$ cat src/rtl/adc_sm_pkg.sv
package adc_sm_pkg;
  typedef enum logic [1:0] {
    SEQ_IDLE = 2'd0,
    SEQ_CONV = 2'd1,
    SEQ_XFER = 2'd2
  } seq_st_t;
endpackage

$ cat src/rtl/adc_ctrl_regs.sv
module adc_ctrl_regs #(
  parameter int unsigned TSEL_W = 2,
  localparam int unsigned CW = TSEL_W + 4
) (
  input  logic              clk,
  input  logic              rst_n,
  input  logic              scan_mode,
  input  logic              wr_en,
  input  logic [CW-1:0]     wr_data,
  output logic [TSEL_W-1:0] trig_sel,
  output logic              hw_sel,
  output logic              dma_sel,
  output logic              sw_go,
  output logic              halt_go
);
  localparam int unsigned HB = TSEL_W;
  localparam int unsigned DB = TSEL_W + 1;
  localparam int unsigned GB = TSEL_W + 2;
  localparam int unsigned SB = TSEL_W + 3;

  always_ff @(posedge clk) begin
    if (!rst_n) begin
      trig_sel <= '0;
      hw_sel   <= 1'b0;
      dma_sel  <= 1'b0;
    end else if (wr_en) begin
      trig_sel <= wr_data[TSEL_W-1:0];
      hw_sel   <= wr_data[HB];
      dma_sel  <= wr_data[DB];
    end
  end

  // a software start counts only if the same write selects software starting
  always_comb begin
    sw_go   = wr_en && wr_data[GB] && !wr_data[HB] && !scan_mode;
    halt_go = wr_en && wr_data[SB] && !scan_mode;
  end
endmodule

$ cat src/rtl/adc_trig_pick.sv
module adc_trig_pick #(
  parameter int unsigned N_TRIG = 4,
  localparam int unsigned TSEL_W = (N_TRIG > 1) ? $clog2(N_TRIG) : 1
) (
  input  logic              clk,
  input  logic              rst_n,
  input  logic [N_TRIG-1:0] trig_in,
  input  logic [TSEL_W-1:0] trig_sel,
  input  logic              hw_sel,
  input  logic              scan_mode,
  output logic              hw_go
);
  logic [N_TRIG-1:0] rise;

  for (genvar g = 0; g < N_TRIG; g++) begin : g_line
    logic last_q;
    always_ff @(posedge clk) begin
      if (!rst_n) last_q <= 1'b0;
      else        last_q <= trig_in[g];
    end
    assign rise[g] = trig_in[g] && !last_q;
  end

  always_comb hw_go = hw_sel && !scan_mode && rise[trig_sel];
endmodule

$ cat src/rtl/adc_sar_seq.sv
module adc_sar_seq
  import adc_sm_pkg::*;
#(
  parameter int unsigned RES_W = 10,
  localparam int unsigned IW = $clog2(RES_W)
) (
  input  logic             clk,
  input  logic             rst_n,
  input  logic             go,
  input  logic             halt,
  input  logic             cmp_hi,
  output logic [RES_W-1:0] sar_q,
  output logic [RES_W-1:0] result_q,
  output logic             done_q,
  output logic             fin
);
  seq_st_t        st_q;
  logic [IW-1:0]  idx_q;

  always_ff @(posedge clk) begin
    if (!rst_n) begin
      st_q     <= SEQ_IDLE;
      idx_q    <= '0;
      sar_q    <= '0;
      result_q <= '0;
      done_q   <= 1'b1;
    end else begin
      case (st_q)
        SEQ_IDLE: begin
          if (go) begin
            sar_q  <= {1'b1, {(RES_W-1){1'b0}}};
            idx_q  <= IW'(RES_W - 1);
            done_q <= 1'b0;
            st_q   <= SEQ_CONV;
          end
        end
        SEQ_CONV: begin
          if (halt) begin
            done_q <= 1'b1;
            st_q   <= SEQ_IDLE;
          end else begin
            sar_q[idx_q] <= cmp_hi;
            if (idx_q != '0) sar_q[idx_q - IW'(1)] <= 1'b1;
            else             st_q <= SEQ_XFER;
            idx_q <= idx_q - IW'(1);
          end
        end
        SEQ_XFER: begin
          if (!halt) result_q <= sar_q;
          done_q <= 1'b1;
          st_q   <= SEQ_IDLE;
        end
        default: st_q <= SEQ_IDLE;
      endcase
    end
  end

  always_comb fin = (st_q == SEQ_XFER) && !halt;
endmodule

$ cat src/rtl/adc_single_ctrl.sv
module adc_single_ctrl #(
  parameter int unsigned N_TRIG = 4,
  parameter int unsigned RES_W  = 10,
  localparam int unsigned TSEL_W = (N_TRIG > 1) ? $clog2(N_TRIG) : 1,
  localparam int unsigned CW = TSEL_W + 4,
  localparam int unsigned RW = TSEL_W + 5
) (
  input  logic              clk,
  input  logic              rst_n,
  input  logic              scan_mode,
  input  logic              wr_en,
  input  logic [CW-1:0]     wr_data,
  input  logic [N_TRIG-1:0] trig_in,
  input  logic              cmp_hi,
  output logic [RW-1:0]     ctrl_rd,
  output logic [RES_W-1:0]  sar_code,
  output logic [RES_W-1:0]  result,
  output logic              irq_req,
  output logic              dma_req
);
  logic [TSEL_W-1:0] trig_sel;
  logic hw_sel, dma_sel, sw_go, halt_go, hw_go, done, fin;

  adc_ctrl_regs #(.TSEL_W(TSEL_W)) i_regs (
    .clk(clk), .rst_n(rst_n), .scan_mode(scan_mode), .wr_en(wr_en),
    .wr_data(wr_data), .trig_sel(trig_sel), .hw_sel(hw_sel),
    .dma_sel(dma_sel), .sw_go(sw_go), .halt_go(halt_go)
  );

  adc_trig_pick #(.N_TRIG(N_TRIG)) i_trig (
    .clk(clk), .rst_n(rst_n), .trig_in(trig_in), .trig_sel(trig_sel),
    .hw_sel(hw_sel), .scan_mode(scan_mode), .hw_go(hw_go)
  );

  adc_sar_seq #(.RES_W(RES_W)) i_seq (
    .clk(clk), .rst_n(rst_n), .go(sw_go || hw_go), .halt(halt_go),
    .cmp_hi(cmp_hi), .sar_q(sar_code), .result_q(result), .done_q(done),
    .fin(fin)
  );

  always_ff @(posedge clk) begin
    if (!rst_n) begin
      irq_req <= 1'b0;
      dma_req <= 1'b0;
    end else begin
      irq_req <= fin && !dma_sel;
      dma_req <= fin && dma_sel;
    end
  end

  always_comb ctrl_rd = {done, 2'b00, dma_sel, hw_sel, trig_sel};
endmodule

$ cat config.mk
export PLATFORM = sky130hd
export DESIGN_NAME = adc_single_ctrl
export DESIGN_NICKNAME = d
export VERILOG_FILES = /design/src/rtl/adc_sm_pkg.sv /design/src/rtl/adc_ctrl_regs.sv /design/src/rtl/adc_trig_pick.sv /design/src/rtl/adc_sar_seq.sv /design/src/rtl/adc_single_ctrl.sv
export SDC_FILE = /design/constraint.sdc
export NUM_CORES = 1
export LEC_CHECK = 0
export BUFFER_PORTS_ARGS = -buffer_cell sky130_fd_sc_hd__buf_2
export CAP_MARGIN = 20
export CORE_MARGIN = 2
export CORE_UTILIZATION = 23
export DETAILED_ROUTE_END_ITERATION = 12
export GPL_ROUTABILITY_DRIVEN = 0
export MAX_ROUTING_LAYER = met4
export PLACE_DENSITY_LB_ADDON = 0.05
export SETUP_SLACK_MARGIN = 0.15
export SYNTH_ARGS = -nofsm -noshare
export SYNTH_HDL_FRONTEND = slang
export SYNTH_SLANG_ARGS = --single-unit
$ cat constraint.sdc
create_clock -name clk -period 1.71 [get_ports clk]
set_input_delay 0.171 -clock clk [delete_from_list [all_inputs] [get_ports clk]]
set_output_delay 0.171 -clock clk [all_outputs]
set_load 0.02 [all_outputs]
## Yosys cells after proc, flatten, opt, wreduce, memory -nomap -nowiden

Cells that the tools add are included.

- Memories: 0
- Bits in read-only memories: 0
- Word-level logic and storage cells: 82
- RAM bits: 0
- Bits in latches: 0
- Register bits after elaboration: 37

- Eq/ne operators: 6
- Bitwise operators: 2
- Magnitude comparators: 5
- Shifts and indexed selects: 0
- Divide/modulo/power cells: 0
- Add/subtract/negate cells: 1
- Multiply operators: 0
- Reductions and logical operators: 33
- Muxes and demuxes: 21

Operator list:

| cell | count |
|---|---|
| 2-to-1 mux 10 bit | 3 |
| case mux 10 bit (2 select lines) | 1 |
| logical AND 1 bit | 16 |
| bitwise mux 10 bit | 1 |
| less-than comparator 4 x 5 -> 1 bit (second input constant) | 2 |
| OR 10 bit | 1 |
| demux 1 bit (select 4 bit) | 2 |
| greater-or-equal comparator 4 x 1 -> 1 bit (second input constant) | 2 |
| zero test 1 bit | 8 |
| 2-to-1 mux 4 bit | 2 |
| case mux 4 bit (2 select lines) | 1 |
| 2-to-1 mux 2 bit | 3 |
| AND reduction 3 bit | 2 |
| 2-to-1 mux 1 bit | 5 |
| inequality test 2 x 1 -> 1 bit (second input constant) | 2 |
| case mux 2 bit (2 select lines) | 1 |
| AND reduction 2 bit | 2 |
| nonzero test 4 bit | 1 |
| subtractor 4 x 1 -> 4 bit (second input constant) | 1 |
| less-than comparator 2 x 3 -> 1 bit (second input constant) | 1 |
| inequality test 3 x 2 -> 1 bit (second input constant) | 1 |
| case mux 1 bit (3 select lines) | 1 |
| nonzero test 3 bit | 1 |
| binary-select mux 1 bit (select 2 bit) | 1 |
| other kinds (7) | 7 |

## Longest topological paths before layout

- Depth after elaboration: 9
- Depth in mapped cells: 8

## Modules after synthesis

From an unflattened synthesis, not the netlist that was laid out.

- Cells, all modules: 244
- Area total of the unflattened synthesis: 2164.6 um^2

Modules (own cells, without submodules):

| module | sequential area each (um^2) | times used | area each (um^2) | cells each |
|---|---|---|---|---|
| adc_sar_seq | 540.5 | 1 | 1720.4 | 203 |
| adc_ctrl_regs | 80.1 | 1 | 178.9 | 15 |
| adc_trig_pick | 80.1 | 1 | 162.7 | 15 |
| adc_single_ctrl | 40.0 | 1 | 102.6 | 11 |

## Least setup slack after synthesis

No wires, ideal clock.

- Path type: register to register
- From: reg i_seq.st_q[1]
- To: reg i_seq.sar_q[7]
- Cell stages (with the launch flop): 9
- Setup time: 128 ps
- Data arrival time: 1728 ps
- Buffers on the path: 1
- Data required time: 1582 ps
- Slack: -146 ps
- Cell sequence: dfxtp_1 > inv_1 > ha_1 > and4b_1 > or3_4 > o21ai_4 > buf_6 > mux2i_1 > nor2_1

- Cells in the longest elaborated chain, start to end: 3
- Elaborated cells on any way between the ends: 7

Ends and longest elaborated chain:

| item | RTL line | source |
|---|---|---|
| start: declaration | adc_sar_seq.sv:17 | `seq_st_t st_q;` |
| start signal: assignment | adc_sar_seq.sv:22 | `st_q <= SEQ_IDLE;` |
| start signal: assignment | adc_sar_seq.sv:34 | `st_q <= SEQ_CONV;` |
| start signal: assignment | adc_sar_seq.sv:40 | `st_q <= SEQ_IDLE;` |
| equality test 2 x 1 -> 1 bit / zero test 2 bit (equally long branches) | adc_sar_seq.sv:28 | `case (st_q)` |
| inequality test 2 bit (no line), or another cell as far along | n/a |  |
| AND reduction 3 bit (no line) | n/a |  |
| end signal: assignment | adc_sar_seq.sv:31 | `sar_q <= {1'b1, {(RES_W-1){1'b0}}};` |
| end signal: indexed assignment | adc_sar_seq.sv:42 | `sar_q[idx_q] <= cmp_hi;` |
| end: declaration | adc_sar_seq.sv:12 | `output logic [RES_W-1:0] sar_q,` |

Parallel ways exist; a longest one is shown, timed or not.
A chain may end at the register's enable or synchronous reset.

## Final worst setup path

- From: reg i_seq.st_q[1]
- To: reg i_seq.sar_q[0]

The elaborated chain is that of the path after synthesis.

==> flow_summary.json <==
{
  "drt_drc_violations_left": 0,
  "r2r_cells": 8,
  "internal_power_mw": 2.301,
  "seqPwrFrac": 0.275,
  "arrival_ns": 1.97,
  "synth.area.top_cells": "dfxtp_1 37%, mux2i_1 6.5%, nand2_1 6.3%, ha_1 5.0%, a21oi_1 4.5%",
  "p_clk_frac": 0.191,
  "status": "finished, violations left",
  "ys.flop_type": "dfxtp_1",
  "cts-hold-fix-buffers": 0,
  "fin_ws_ns": -0.07479,
  "max_stage_delay_ns": 0.34,
  "final_antenna_net_count": 0,
  "die_w_um": 97.50,
  "r2r_setup_slack_ns": -0.07,
  "clk_pin_slew_worst_paths_ns": 0.08,
  "overflow": 0,
  "cts_max_path_buffers": 2,
  "synth_edf_count": 0,
  "antenna_cells": 0,
  "fmax_mhz": 560.3,
  "violations": "setup timing",
  "antenna_found_initial": 0,
  "start_util": 0.2340,
  "async_flop_share": 0,
  "crit_fanout": 8,
  "ios": 44,
  "comb_power_share": 0.534,
  "htreeDepth": 2,
  "hold_viol_final": 0,
  "switching_power_mw": 1.554,
  "post-route-period-util": 1.044,
  "yosysWarnings": 0,
  "synth_xor_area_frac": 0,
  "grt_pass1_wl_mm": 9.846,
  "yosysSeqAreaShare": 0.3684,
  "synth_compound_area_frac": 0.1848,
  "worst_setup_path_end_kind": "register",
  "syn_to_final_growth_pct": 31.99,
  "hold_start": "trig_in[3]",
  "postSynthAreaPerCell_sq_um": 8.274,
  "viasPerCell": 4.564,
  "cts.sinks": 37,
  "design_area_sq_um": 2654,
  "power.leakage_nw": 1.162,
  "synth_top_family_by_area": "simple AND/OR/NAND/NOR gates",
  "maxSlewViolCount": 0,
  "routed_wl_mm": 5.864,
  "routed-via-count": 1876,
  "drive_gt1_frac": 0.3333,
  "fin_crit_ns": 1.785,
  "dp.cells": 400,
  "core_area_sq_um": 8593,
  "synth_cells": 243,
  "r2r-start": "i_seq.st_q[1]",
  "drtIter0Drc": 73,
  "peakVddDrop_mv": 0.4797,
  "n_fill_cell": 947,
  "pwr_density_cell_nw_per_um2": 1453,
  "synth_seq_cells": 37,
  "startpoint_type": "register",
  "whs_endpoint": "i_trig.g_line[3].last_q",
  "whs_path_depth": 2,
  "ys_types": 49,
  "setup_viol": 12,
  "dp_hpwl_mm": 4.346,
  "syn_area_sq_um": 2011,
  "final_core_util": 0.3088,
  "power.total_mw": 3.855,
  "cts_root_buf": "clkbuf_8",
  "die_h_um": 97.50,
  "wl_per_cell_um": 14.27,
  "r2r_end": "i_seq.sar_q[0]",
  "stdcell_count": 411,
  "die-area_sq_um": 9506,
  "synth_top_cell_by_area": "dfxtp_1",
  "cap_viol_max_count": 0,
  "grt_pass1_vias": 1902,
  "io_buffers": 41,
  "crit_chain": "inv_2 > ha_4 > and4b_1 > or3_4 > o21ai_4 > buf_4 > nand2_1 > o2111a_1",
  "grt_max_degree": 21,
  "track_usage": 0.1323,
  "rsz0062_at_grt": "true",
  "first_pass_iters": 4,
  "clk_latency_ns": 0.29,
  "yosys.area_share.simple": 0.2402,
  "nets": 325,
  "cts_tree": "built",
  "numCtsBuffers": 5,
  "critPathRequiredTime_ns": 1.90,
  "switching_share": 0.4031,
  "synth_mux_area_frac": 0.07592,
  "row_count": 34,
  "hold_slack_ns": 0.09161,
  "fin_skew_ns": 0.007542,
  "critPathSlowestCell": "dfxtp_2",
  "critPathKind": "reg -> reg",
  "synthAdderAreaFrac": 0.04978,
  "worstHoldPathType": "in -> reg",
  "synth_top_area_frac": 0.3684,
  "place_area_sq_um": 2467
}
-- cell families after synthesis --
family                     after synthesis
and+or+nand+nor                         93
DFF                                     37
adders and majority gates                8
other                                    1
muxes                                   14
buffers and inverters                   32
AOI/OAI and AO/OA                       58
-- sequential cells by signal, summed over array words and instances (netlist names) --
name and flops:
i_regs.trig_sel 2, irq_req 1, i_seq.st_q 2, i_seq.sar_q 10
i_trig.g_line.last_q 4, i_regs.hw_sel 1, i_seq.done_q 1, i_seq.idx_q 4
i_seq.result_q 10, dma_req 1, i_regs.dma_sel 1
-- metal layers --
layer,GRT usage,share of wire
met5,-,0
met4,0.02244,0.0072
met3,0.02734,0.031
met2,0.2143,0.48
met1,0.1736,0.48
-- critical path: cells and delay by family (launching register included) --
family	cells	cell delay [ns]
DFF	1	0.34
and+or+nand+nor	3	0.58
AOI/OAI and AO/OA	2	0.37
buffers and inverters	2	0.25
adders and majority gates	1	0.15
-- final cells by class --
cell class                      count  area, sq um  share of cell area
Clock inverter                      2        16.27            0.006129
Inverter                           11        41.29             0.01556
Multi-Input combinational cell    175         1180              0.4446
Clock buffer                        6        93.84             0.03536
Tap cell                          108        135.1             0.05092
Timing Repair Buffer               72        441.7              0.1664
Sequential cell                    37        745.7              0.2810
-- cells in the final DEF, fill, tap and decap left out, types with 2 or more instances in the layout --
cell | Yosys | final
a21boi_2 | 0 | 3
a21oi_1 | 18 | 18
a31oi_1 | 3 | 3
and2_1 | 4 | 4
and3_1 | 2 | 2
buf_2 | 1 | 41
buf_4 | 6 | 30
clkbuf_8 | 0 | 5
conb_1 | 1 | 2
dfxtp_1 | 37 | 35
ha_1 | 8 | 6
inv_1 | 11 | 10
mux2i_1 | 13 | 13
nand2_1 | 34 | 33
nand2b_1 | 6 | 5
nand3_1 | 12 | 12
nand3b_1 | 5 | 5
nor2_1 | 12 | 12
nor2b_1 | 2 | 2
nor3_1 | 2 | 2
nor3b_1 | 2 | 2
nor4b_1 | 2 | 2
o21ai_0 | 12 | 10
o21ai_1 | 1 | 2
o22ai_1 | 7 | 5
o22ai_2 | 0 | 2
or3_1 | 2 | 2
-- worst max-delay path by stage --
stage,startpoint,endpoint,slack (ns),cells past startpoint
final,i_seq.st_q[1],i_seq.sar_q[0],-0.07,8
after global routing,i_seq.st_q[1],i_seq.sar_q[7],-0.20,8
after CTS,i_seq.st_q[1],i_seq.sar_q[0],-0.08,8
after detailed placement,i_seq.st_q[1],i_seq.sar_q[8],-0.12,8
after global placement,i_seq.st_q[1],i_seq.sar_q[7],-0.07,8
after floorplan,i_seq.st_q[0],i_seq.sar_q[7],-0.02,8
-- power by group through the flow --
stage          clock network, mW  registers, mW  logic (mW)
6_report                   0.736           1.06        2.06
4_1_cts                    0.773           1.06        2.05
3_3_place_gp                   0           1.08        1.95
5_1_grt                    0.814           1.08        2.28
2_1_floorplan                  0           1.12        1.20
3_5_place_dp                   0           1.08        1.92
-- through the flow --
step / TNS, ns / setup slack, ns
floorplan: -0.07289 / -0.02214
global placement: -0.5976 / -0.07109
detailed placement: -1.125 / -0.1180
CTS: -0.6856 / -0.08357
global route: -1.904 / -0.1984
finish: -0.5508 / -0.07479
-- synthesized netlist by cell type, types with 2 or more instances --
cell and count:
a21boi_0 2, o21ai_0 12, a21oi_1 18, ha_1 8
a21boi_1 2, buf_6 2, nand3b_1 5, nor2b_1 2
o22ai_1 7, nand2b_1 6, nand3_1 12, nor4b_1 2
inv_1 11, dfxtp_1 37, and2_1 4, or3_1 2
nor2_1 12, o211a_1 2, nor3b_1 2, nor3_1 2
buf_4 6, a31oi_1 3, nand2_1 34, and3_1 2
clkbuf_1 12, mux2i_1 13
-- repair_timing --
| action | CTS | global route |
|---|---|---|
| pin swaps | 5 | 0 |
| gates resized for setup | 8 | 6 |
| endpoints found under the setup margin | 17 | 27 |
| buffers inserted | 3 | 0 |
Power figures use the tool's default switching activity.
